## src/rtl/adc_seq_pkg.sv

```systemverilog
package adc_seq_pkg;

    // Sequencer steps; order follows the handshake with the converter
    typedef enum logic [3:0] {
        ST_IDLE,
        ST_SET_ADDR,
        ST_ALE,
        ST_START,
        ST_START_LO,
        ST_WAIT_LO,
        ST_WAIT_HI,
        ST_OE_ON,
        ST_CAPTURE,
        ST_OE_OFF
    } seq_state_e;

endpackage

```

## src/rtl/adc_seq_eoc_sync.sv

```systemverilog
module adc_seq_eoc_sync #(
    parameter int   STAGES    = 2,
    parameter logic RST_LEVEL = 1'b1
) (
    input  logic clk,
    input  logic rst_n,
    input  logic async_in,
    output logic sync_out
);

    logic [STAGES-1:0] chain_d;
    logic [STAGES-1:0] chain_q;

    generate
        if (STAGES == 1) begin : g_single
            always_comb chain_d = async_in;
        end else begin : g_multi
            always_comb chain_d = {chain_q[STAGES-2:0], async_in};
        end
    endgenerate

    always_ff @(posedge clk or negedge rst_n) begin
        if (!rst_n) chain_q <= {STAGES{RST_LEVEL}};
        else        chain_q <= chain_d;
    end

    assign sync_out = chain_q[STAGES-1];

endmodule

```

## src/rtl/adc_seq_timer.sv

```systemverilog
module adc_seq_timer #(
    parameter int LIMIT = 16
) (
    input  logic clk,
    input  logic rst_n,
    input  logic run,
    output logic expired
);

    localparam int CW = (LIMIT > 1) ? $clog2(LIMIT) : 1;
    localparam logic [CW-1:0] LAST = CW'(LIMIT - 1);

    logic [CW-1:0] cnt_d;
    logic [CW-1:0] cnt_q;

    // Counts clocks spent in the waiting step; cleared whenever it is left
    always_comb begin
        if (!run)                cnt_d = '0;
        else if (cnt_q == LAST)  cnt_d = cnt_q;
        else                     cnt_d = cnt_q + CW'(1);
    end

    always_ff @(posedge clk or negedge rst_n) begin
        if (!rst_n) cnt_q <= '0;
        else        cnt_q <= cnt_d;
    end

    assign expired = run && (cnt_q == LAST);

endmodule

```

## src/rtl/adc_seq_hold.sv

```systemverilog
module adc_seq_hold #(
    parameter int DATA_W = 8
) (
    input  logic              clk,
    input  logic              rst_n,
    input  logic              load,
    input  logic [DATA_W-1:0] bus_in,
    output logic [DATA_W-1:0] data_out,
    output logic              fresh
);

    typedef struct packed {
        logic [DATA_W-1:0] data;
        logic              fresh;
    } hold_t;

    hold_t hold_d;
    hold_t hold_q;

    always_comb begin
        hold_d       = hold_q;
        hold_d.fresh = load;
        if (load) hold_d.data = bus_in;
    end

    always_ff @(posedge clk or negedge rst_n) begin
        if (!rst_n) hold_q <= '0;
        else        hold_q <= hold_d;
    end

    assign data_out = hold_q.data;
    assign fresh    = hold_q.fresh;

endmodule

```

## src/rtl/adc_seq_ctrl.sv

```systemverilog
module adc_seq_ctrl #(
    parameter int ADDR_W      = 3,
    parameter int DATA_W      = 8,
    parameter int SYNC_STAGES = 2,
    parameter int EOC_TIMEOUT = 16,
    parameter int DEFAULT_CH  = 1
) (
    input  logic              clk,
    input  logic              clr_n,
    input  logic [ADDR_W-1:0] ch_sel,
    input  logic              eoc,
    input  logic [DATA_W-1:0] conv_data,
    output logic [ADDR_W-1:0] adc_addr,
    output logic              adc_ale,
    output logic              adc_start,
    output logic              adc_oe,
    output logic [DATA_W-1:0] sample_q,
    output logic              sample_vld
);

    import adc_seq_pkg::*;

    localparam logic [ADDR_W-1:0] RST_ADDR = ADDR_W'(DEFAULT_CH);

    typedef struct packed {
        seq_state_e        state;
        logic [ADDR_W-1:0] addr;
    } seq_t;

    seq_t seq_d;
    seq_t seq_q;

    logic eoc_s;
    logic tmo_hit;
    logic in_wait_lo;
    logic grab;

    adc_seq_eoc_sync #(
        .STAGES    (SYNC_STAGES),
        .RST_LEVEL (1'b1)
    ) i_sync (
        .clk      (clk),
        .rst_n    (clr_n),
        .async_in (eoc),
        .sync_out (eoc_s)
    );

    assign in_wait_lo = (seq_q.state == ST_WAIT_LO);

    adc_seq_timer #(
        .LIMIT (EOC_TIMEOUT)
    ) i_timer (
        .clk     (clk),
        .rst_n   (clr_n),
        .run     (in_wait_lo),
        .expired (tmo_hit)
    );

    // Capture on the edge leaving the first enable cycle
    assign grab = (seq_q.state == ST_OE_ON);

    adc_seq_hold #(
        .DATA_W (DATA_W)
    ) i_hold (
        .clk      (clk),
        .rst_n    (clr_n),
        .load     (grab),
        .bus_in   (conv_data),
        .data_out (sample_q),
        .fresh    (sample_vld)
    );

    always_comb begin
        seq_d = seq_q;
        unique case (seq_q.state)
            ST_IDLE:     seq_d.state = ST_SET_ADDR;
            ST_SET_ADDR: seq_d.state = ST_ALE;
            ST_ALE:      seq_d.state = ST_START;
            ST_START:    seq_d.state = ST_START_LO;
            ST_START_LO: seq_d.state = ST_WAIT_LO;
            ST_WAIT_LO: begin
                if (!eoc_s || tmo_hit) seq_d.state = ST_WAIT_HI;
            end
            ST_WAIT_HI: begin
                if (eoc_s) seq_d.state = ST_OE_ON;
            end
            ST_OE_ON:    seq_d.state = ST_CAPTURE;
            ST_CAPTURE:  seq_d.state = ST_OE_OFF;
            ST_OE_OFF:   seq_d.state = ST_SET_ADDR;
            default:     seq_d.state = ST_IDLE;
        endcase
        // Channel is taken only when entering the set-address step,
        // so the address is settled a full clock ahead of the latch strobe
        if (seq_d.state == ST_SET_ADDR && seq_q.state != ST_SET_ADDR)
            seq_d.addr = ch_sel;
    end

    always_ff @(posedge clk or negedge clr_n) begin
        if (!clr_n) begin
            seq_q.state <= ST_IDLE;
            seq_q.addr  <= RST_ADDR;
        end else begin
            seq_q <= seq_d;
        end
    end

    assign adc_addr  = seq_q.addr;
    assign adc_ale   = (seq_q.state == ST_ALE);
    assign adc_start = (seq_q.state == ST_START);
    assign adc_oe    = (seq_q.state == ST_OE_ON) || (seq_q.state == ST_CAPTURE);

endmodule

```

## config.mk

```make
export PLATFORM = sky130hd
export DESIGN_NAME = adc_seq_ctrl
export DESIGN_NICKNAME = d
export VERILOG_FILES = /design/src/rtl/adc_seq_pkg.sv /design/src/rtl/adc_seq_eoc_sync.sv /design/src/rtl/adc_seq_timer.sv /design/src/rtl/adc_seq_hold.sv /design/src/rtl/adc_seq_ctrl.sv
export SDC_FILE = /design/constraint.sdc
export NUM_CORES = 1
export LEC_CHECK = 0
export BUFFER_PORTS_ARGS = -buffer_cell sky130_fd_sc_hd__clkbuf_2
export CORE_MARGIN = 2
export CORE_UTILIZATION = 50
export DETAILED_ROUTE_END_ITERATION = 12
export PLACE_DENSITY_LB_ADDON = 0.2
export SYNTH_ARGS = -nofsm -noshare
export SYNTH_HDL_FRONTEND = slang
export SYNTH_SLANG_ARGS = --single-unit
```

## constraint.sdc

```tcl
create_clock -name clk -period 1.9 [get_ports clk]
set_input_delay 0.095 -clock clk [delete_from_list [all_inputs] [get_ports clk]]
set_output_delay 0.095 -clock clk [all_outputs]
set_load 0.05 [all_outputs]
```

==> results by group, run 1 <==
Status
  – Status: finished, final reports clean

Place
  – Number of port buffers: 28
  – Routability congestion estimate: roughly 0.8
  – Post-DP HPWL: 1130 microns

Finish
  – Storage element area: approximately 560 sq um
  – Layout cells sized above 1: around 45%
  – Syn-to-layout area delta: 17.0%
  – Nets@finish: between 100 and 150
  – Multi-input logic area: between 300 and 400 sq um
  – Diode count: 0
  – Fillers: roughly 170

Critical path
  – WP data required: approximately 1.8 ns
  – CP arrival: about 1.6 ns
  – Crit Path Max Fanout: 11
  – Startpoint types: flip-flop
  – Crit Path Category: flip-flop to output pin
  – Crit end category: output pin

Die
  – Core area: between 1500 and 2000 sq um
  – Full die area: roughly 2400 sq um
  – Chip height: about 50 microns
  – Row cnt: 16
  – Io pins: 29
  – Die X: 49.1 microns
  – Initial Util: 52.4%

Synth
  – Main synth FF type: dfrtp_1
  – Syn Area/Cell: 12.7 sq um
  – Post-synth EDFFs: 0
  – Top post-synthesis cells by area: dfrtp_1 (47%), mux2_4 (10%), dfstp_2 (7.7%), buf_6 (5.5%), mux2_2 (3.3%)
  – Post-synth top cells: dfrtp_1 (19), mux2_4 (7), nand2_1 (6), nor2_1 (6), buf_6 (5)
  – Seq/Total Area, Yosys: 54.4%
  – Ys async rst share: 100%
  – Largest area contributor in the netlist: dfrtp_1
  – Number of synthesized register bits: 22
  – Synth unique cells: 27
  – Syn_nets: 95
  – Yosys top cell area share: 46.7%
  – Synthesis Warnings: 0
  – Count leader, synth: dfrtp_1
  – Synth Instances: 80
  – Post-synthesis cell area: roughly 1000 sq um

Timing
  – Final setup TNS: 0 ns
  – Rel. slew slack: about two thirds
  – Tmin final: approximately 1.7 ns
  – Period Utilization, post-route: between 80% and 90%
  – RSZ-0062 raised after global routing: false
  – Final Slew Violations: 0
  – Final Hold Fails: 0
  – Max frequency: about 0.6 GHz
  – Worst Tran Pin Value: a little over 0.5 ns
  – Number of setup violations in the final report: 0
  – Clock Skew: between 0.008 and 0.009 ns

Clock tree
  – H-Tree Depth: 1
  – Root Buffer: clkbuf_4
  – TritonCTS Sinks: 22
  – Clk_lat worst skew: around 0.30 ns
  – Cts bufs inserted: 3
  – CTS tree: built
  – Clk slew on worst S/H paths: approximately 0.11 ns
  – # Post-CTS Setup Buffers: 0
  – Clock buffer depth: 2

Drt
  – DRC viols: 0
  – Iteration-0 DRC Markers: 13
  – Final wirelength: 1600 microns
  – Pre-antenna DRT Iters: 4
  – Via/cell ratio: 5.05
  – Detailed-route via count: between 600 and 700
  – Avg WL per Cell: ~12 microns
  – Antenna Nets Post-Route: 0

Min path
  – Hold Crit Class: input pin to flip-flop

Global route
  – Gr usage total: approximately 15%
  – Largest net degree at the start of global routing: 23
  – Global route overflow: 0
  – First-pass GRT wire length: 2770 microns
  – Initial antenna violation count: 0
  – Vias in the first global route: 641

Flow run
  – Max_cap viols: 0
-- repair_timing --
item,CTS,global route
endpoints found under the setup margin,1,1
resized for setup,1,2
hold buffers,3,0
endpoints found under the hold margin,21,0
-- path summary, 6_finish.rpt --
path | startpoint | to | slack, ns | depth (start not counted)
setup / recovery | seq_q[6] | adc_oe | 0.22 | 4
hold / removal | conv_data[1] | i_hold.data_out[1] | 0.02 | 2
setup reg to reg | i_timer.cnt_q[0] | seq_q[3] | 0.44 | 4
hold reg to reg | i_sync.chain_q[0] | i_sync.chain_q[1] | 0.36 | 0
max in group asynchronous | clr_n | seq_q[5] | 1.25 | 2
min in group asynchronous | clr_n | seq_q[3] | 0.29 | 2
-- sequential cells by signal (all words and copies together), names as in the netlist --
register         flops
adc_addr             3
i_hold.data_out      8
i_hold.fresh         1
i_sync.chain_q       2
i_timer.cnt_q        4
seq_q                4
-- critical path, cell delays in order, from the launching register on --
cell and delay [ns]:
dfrtp_1 0.51, nor2b_4 0.18, nand3_4 0.19, o31ai_1 0.13, clkbuf_4 0.28
-- logic make-up (layout without fill, tap and decap cells) --
| group | after synthesis | after routing | share of synthesized area, % |
|---|---|---|---|
| muxes | 12 | 12 | 15.7 |
| buffers and inverters | 9 | 36 | 8.11 |
| and+or+nand+nor | 27 | 27 | 14.1 |
| adders and majority gates | 1 | 1 | 1.23 |
| AOI/OAI and AO/OA | 7 | 7 | 4.67 |
| DFF | 22 | 22 | 54.4 |
| xor gates and xnor gates | 2 | 2 | 1.72 |
-- through the flow --
step | instance area, sq um | utilization, % | worst slack [ns] | cells | hold slack, ns
after floorplan | 1020 | - | 0.0259 | 80 | -0.201
after global placement | 1110 | 57.3 | 0.358 | 127 | 0.0963
after detailed placement | 1110 | 57.3 | 0.326 | 127 | 0.100
after CTS | 1180 | 60.9 | 0.0268 | 134 | 0.00953
after global routing | 1190 | 61.3 | 0.0855 | 134 | 0.00212
final | 1190 | 61.3 | 0.225 | 134 | 0.0235
-- final cells by class --
| cell class | count | area share, % |
|---|---|---|
| Timing Repair Buffer | 31 | 14.5 |
| Multi-Input combinational cell | 49 | 32.7 |
| Clock buffer | 4 | 3.05 |
| Sequential cell | 22 | 46.6 |
| Tap cell | 27 | 2.84 |
| Inverter | 1 | 0.315 |
-- cells in the final DEF (no fill, tap or decap), drive strengths merged --
| cell type | n |
|---|---|
| clkbuf | 32 |
| dfrtp | 19 |
| mux2 | 11 |
| nand2 | 6 |
| nor2 | 6 |
| nor3 | 4 |
| nand2b | 3 |
| dfstp | 3 |
| dlygate4sd3 | 3 |
| nor2b | 3 |
| nand3 | 3 |
| o31ai | 2 |
| xor2 | 2 |
| inv | 1 |
| and3 | 1 |
| o21ai | 1 |
| a21oi | 1 |
| o32a | 1 |
| o22ai | 1 |
| mux2i | 1 |
| a31oi | 1 |
| nor3b | 1 |
| ha | 1 |
-- metal layers --
layer  track usage (%)  vias to the layer above  part of all wire (%)  wire length, microns
met5                 0                        -                     0                     0
met4              5.71                        0                     0                     0
met3              2.76                        0                   5.5                    88
met2              23.2                       26                    50                   803
met1              20.4                      326                    44                   708
li1                  -                      325                     -                     -
Power of run 1 is not shown: default switching activity piles up to over one toggle a cycle in this logic, so the estimate is an artifact.
==> run 2, diff against run 1 <==
ABC_CLOCK_PERIOD_IN_PS = 1500   (was unset)
CORE_UTILIZATION = 45   (was 50)
clock period = 1.5 ns   (was 1.9 ns; I/O delays follow)
==> run 2 against run 1 <==
Compared with the run above:
- register-to-register slack worse by 0.37 ns
- final area up 13%
- non-clock buffer count up 13
- global-route usage up 1.3 points
- clock-buffer cell count unchanged
==> results by group, run 2 (synthesized netlist as in run 1, its figures left out) <==
Flow run
  – Max_cap viols: 0

Drt
  – Pre-antenna DRT Iters: 4
  – Via/cell ratio: about 4.8
  – DRC viols: 0
  – Avg WL per Cell: around 14 microns
  – Final wirelength: 2020 microns
  – Detailed-route via count: between 700 and 800
  – Antenna Nets Post-Route: 0
  – Iteration-0 DRC Markers: 3

Finish
  – Fillers: between 150 and 200
  – Nets@finish: around 140
  – Fin util: between 60% and 70%
  – Layout cells sized above 1: about 49%
  – Most common cell after layout, fill and taps aside: clkbuf_2
  – Multi-input logic area: 424 sq um
  – Diode count: 0
  – Syn-to-layout area delta: 32.7%
  – Cell area after layout: about 1400 sq um
  – Storage element area: approximately 560 sq um
  – Largest register FFs: 8
  – Most frequent cells in the layout: clkbuf_2 (25), dfrtp_1 (16), dlygate4sd3_1 (12), mux2_4 (7)

Critical path
  – Critical Path Start: seq_q[3]
  – Worst r2r src: i_timer.cnt_q[0]
  – R2R Setup Slk: approximately 0.07 ns
  – Crit end category: output pin
  – R2r endpoint: seq_q[3]
  – WP data required: 1.42 ns
  – Startpoint types: flip-flop
  – Crit Path Category: flip-flop to output pin
  – CP arrival: approximately 1.4 ns
  – Worst reg2reg path depth: 4
  – Crit Path Max Fanout: 7

Clock tree
  – Clock buffer depth: 2
  – H-Tree Depth: 1
  – Clk slew on worst S/H paths: around 0.12 ns
  – Clk_lat worst skew: roughly 0.3 ns
  – Root Buffer: clkbuf_4
  – TritonCTS Sinks: 22
  – Cts bufs inserted: 3
  – CTS tree: built

Timing
  – Rel. slew slack: 65.4%
  – Final Slew Violations: 0
  – Period Utilization, post-route: a little over nine tenths
  – Worst Tran Pin Value: 0.519 ns
  – Number of setup violations in the final report: 0
  – Final Hold Fails: 0
  – RSZ-0062 raised after global routing: false
  – Clock Skew: around 0.013 ns
  – Max frequency: about 0.70 GHz
  – Tmin final: 1.44 ns

Global route
  – Gr usage total: 16.1%
  – Largest net degree at the start of global routing: 23
  – Vias in the first global route: 707
  – Initial antenna violation count: 0
  – First-pass GRT wire length: 3060 microns
  – Global route overflow: 0

Power
  – Seq pwr share: approximately a third
  – Design Power: 3110 uW
  – Pwr Density: 2300 nW/um^2
  – Clk pwr share: 8.6%
  – Switching Fraction: between 40% and 50%
  – Int Power: around 1600 uW
  – Combinational share of power: 56.8%
  – Worst vdd ir: approximately 1.8 mV
  – Net switching power: roughly 1500 uW
  – Leakage: approximately 0.00066 uW

Min path
  – Min-Delay Path Depth: 2
  – Min-delay src: conv_data[6]
  – Hold EP: i_hold.data_out[6]
  – Hold Crit Class: input pin to flip-flop

Die
  – Initial Util: between 40% and 50%
  – Chip height: about 52 microns
  – Full die area: around 2700 sq um
  – Die X: between 50 and 60 microns
  – Core area: around 2200 sq um
  – Row cnt: 17
  – Io pins: 29

Status
  – Status: finished, final reports clean

Place
  – Area after DPL: 1140 sq um
  – Number of port buffers: 28
  – Routability congestion estimate: around 0.72
  – Post-DP HPWL: ~1300 microns
## run 2: cell types whose count changed in the layout (fill, tap and decap cells not counted), moves of 2 or more
cell and delta:
clkbuf_2 -2, dfrtp_2 +2, dfrtp_1 -2, nor3_1 -2, dlygate4sd3_1 +9, buf_4 +6
nor3_2 +2
## run 2: worst max-delay path by stage
stage                    end  slack [ns]  cells past startpoint
detailed placement  seq_q[3]        0.02                      4
CTS                 seq_q[3]      -0.002                      4
finish                adc_oe        0.06                      3
global route          adc_oe      0.0006                      3
global placement    seq_q[3]        0.05                      4
floorplan             adc_oe        0.07                      2
## run 2: per-stage QoR
stage	instances	setup slack, ns	hold WS [ns]	setup TNS, ns
after CTS	141	-0.00244	0.00128	-0.00244
after detailed placement	130	0.0183	0.0766	0
after global routing	148	0.000594	0.00384	0
after floorplan	80	0.0716	-0.221	0
after global placement	130	0.0464	0.0839	0
final	148	0.0643	0.0133	0
## run 2: layer usage
metal	up-vias	wire (microns)	global-route usage, %
met2	15	1100	29.9
met5	-	0	0
li1	349	-	-
met1	349	840	18.1
met3	2	62	3.74
met4	0	13	5.26
## run 2: worst max-delay path: stages, from the launching register on
cell	delay, ns
dfrtp_2	0.48
nand2b_4	0.18
o31ai_4	0.18
clkbuf_8	0.22
## run 2: timing repair
item / in CTS / in global routing
gates resized for setup: 5 / 11
hold buffers: 6 / 6
setup buffers: 1 / 1
endpoints found under the setup margin: 2 / 4
endpoints found under the hold margin: 24 / 6
## run 2: final cells by class
type	instances	area share (%)
Timing Repair Buffer	44	22.5
Clock buffer	4	1.94
Inverter	1	0.278
Multi-Input combinational cell	49	31.4
Tap cell	28	2.59
Sequential cell	22	41.3
## run 2: power by group through the flow
stage	Sequential [uW]	Clock, uW	Combinational (uW)
after floorplan	1390	0	1060
after global placement	1040	0	1610
after detailed placement	1050	0	1640
after CTS	1050	273	1690
after global routing	1110	308	1870
final	1080	268	1770
(Power assumes the default switching activity.)
==> run 3, diff against run 2 <==
ABC_CLOCK_PERIOD_IN_PS = 1400   (was 1500)
CORE_UTILIZATION = 53   (was 45)
CTS_BUF_LIST = sky130_fd_sc_hd__clkbuf_4   (was unset)
clock period = 1.4 ns   (was 1.5 ns; I/O delays follow)
==> run 3 against run 2 <==
Compared with the run above:
- non-clock buffer count grew 9
- first-iteration DRC count grew to 3.3 times the previous value
- combinational power grew 24%
- die area shrank 14%
- register-to-register slack lost 0.02 ns
- sequential power is essentially flat
- clock power grew 14%
- clock skew shrank 0.0080 ns
- hold slack gained 0.25 ns
- final cell count grew 4.1%
- clock-buffer cell count is the same
==> results by group, run 3 (synthesized netlist as in run 1, its figures left out) <==
Status
  – Status: finished, final reports clean

Drt
  – Antenna Nets Post-Route: 0
  – Pre-antenna DRT Iters: 4
  – Via/cell ratio: approximately 5
  – Final wirelength: roughly 2000 microns
  – DRC viols: 0
  – Avg WL per Cell: approximately 13 microns
  – Iteration-0 DRC Markers: 10
  – Detailed-route via count: around 770

Clock tree
  – Clk slew on worst S/H paths: approximately 0.12 ns
  – H-Tree Depth: 1
  – Clock buffer depth: 2
  – Cts bufs inserted: 3
  – CTS tree: built
  – Root Buffer: clkbuf_4
  – TritonCTS Sinks: 22
  – Clk_lat worst skew: between 0.2 and 0.3 ns

Critical path
  – R2R Setup Slk: 0.05 ns
  – Critical-path cell list: buf_4 -> o31ai_4 -> buf_8
  – Crit Path Category: flip-flop to output pin
  – Crit end category: output pin
  – WP data required: approximately 1.3 ns
  – CP arrival: roughly 1.3 ns
  – Crit Path Max Fanout: 4
  – Startpoint types: flip-flop
  – CP peak stage delay: between 0.4 and 0.5 ns
  – Slowest CP cell: dfrtp_2

Power
  – Leakage: just over 0.0007 uW
  – Pwr Density: roughly 2500 nW/um^2
  – Design Power: roughly 3600 uW
  – Worst vdd ir: 1.81 mV

Global route
  – Global route overflow: 0
  – Gr usage total: between 15 and 20%
  – First-pass GRT wire length: 2900 microns
  – Largest net degree at the start of global routing: 23
  – Vias in the first global route: 711
  – Initial antenna violation count: 0

Timing
  – Max frequency: a little over 0.7 GHz
  – Final setup TNS: 0 ns
  – Number of setup violations in the final report: 0
  – Final Hold Fails: 0
  – WHS: 0.267 ns
  – Rel. slew slack: between 60 and 70%
  – Clock Skew: between 0.004 and 0.005 ns
  – Period Utilization, post-route: between 90 and 100%
  – Worst Tran Pin Value: 0.529 ns
  – Final Slew Violations: 0
  – Tmin final: 1.40 ns
  – RSZ-0062 raised after global routing: true

Die
  – Chip height: 47.8 microns
  – Die X: between 40 and 50 microns
  – Full die area: 2290 sq um
  – Io pins: 29
  – Core area: about 1800 sq um
  – Initial Util: between 50% and 60%
  – Row cnt: 15

Finish
  – Largest register FFs: 8
  – Most common cell after layout, fill and taps aside: clkbuf_2
  – Layout cells sized above 1: 52.7%
  – Nets@finish: 145
  – Syn-to-layout area delta: 43.7%
  – Diode count: 0
  – Most frequent cells in the layout: clkbuf_2 (25), dfrtp_1 (16), dlygate4sd3_1 (13), buf_4 (9), mux2_4 (7)
  – Cell area after layout: roughly 1500 sq um

Place
  – Post-DP HPWL: approximately 1300 microns
  – Routability congestion estimate: 0.816
  – Number of port buffers: 28
  – Area after DPL: 1180 sq um

Flow run
  – Max_cap viols: 0

Min path
  – Hold Crit Class: input pin to async pin
[run 3: changes by cell type in the layout (fill, tap and decap cells not counted), moves of 2 or more]
cell / before / now
buf_8: 0 / 2
nor3_4: 0 / 2
buf_4: 6 / 9
nor3_2: 2 / 0
buf_6: 0 / 4
[run 3: critical path: cells and delay by family, from the launching register on]
| family | cells | cell delay [ns] |
|---|---|---|
| DFF | 1 | 0.44 |
| buffers and inverters | 2 | 0.33 |
| AOI/OAI and AO/OA | 1 | 0.26 |
[run 3: cell type report]
class / instances / area, sq um
multi-input cells: 49 / 443
flip-flops and latches: 22 / 558
repair buffers: 53 / 398
inverters: 1 / 3.75
clock buffers: 4 / 30.0
well taps: 25 / 31.3
fillers: 113 / 300
[run 3: path summary, 6_finish.rpt]
| kind | to | cells after the start | startpoint |
|---|---|---|---|
| max | adc_oe | 3 | seq_q[4] |
| min | adc_addr[2] | 2 | clr_n |
| max reg2reg | seq_q[3] | 4 | i_timer.cnt_q[1] |
| min reg2reg | i_sync.chain_q[1] | 0 | i_sync.chain_q[0] |
| max in group asynchronous | seq_q[3] | 2 | clr_n |
| min in group clk | i_sync.chain_q[1] | 0 | i_sync.chain_q[0] |
[run 3: per-stage QoR]
| stage | instances | util [%] | worst slack (ns) |
|---|---|---|---|
| final | 154 | 83.0 | 0.000704 |
| after global routing | 154 | 83.0 | -0.0405 |
| after CTS | 149 | 78.3 | -0.0501 |
| after detailed placement | 130 | 66.8 | 0.0785 |
| after global placement | 130 | 66.8 | 0.109 |
| after floorplan | 80 | - | -0.0234 |
[run 3: what timing repair did]
| item | in CTS | in global routing |
|---|---|---|
| pin swaps | 1 | 2 |
| setup buffers | 4 | 4 |
| setup endpoints to repair | 2 | 13 |
| resized for setup | 9 | 13 |
| hold buffers | 11 | 2 |
| hold endpoints to repair | 29 | 2 |
[run 3: where the power goes]
group | internal [uW] | leakage, uW | switching [uW]
Sequential | 908 | 0.000263 | 184
Combinational | 875 | 0.000439 | 1320
Clock | 130 | 0.0000184 | 175
[run 3: per-layer routing]
layer	share of wire, %	GRT usage, %
met5	0	0
met4	1.4	8.65
met3	5.0	4.15
met2	55	31.7
met1	39	22.1
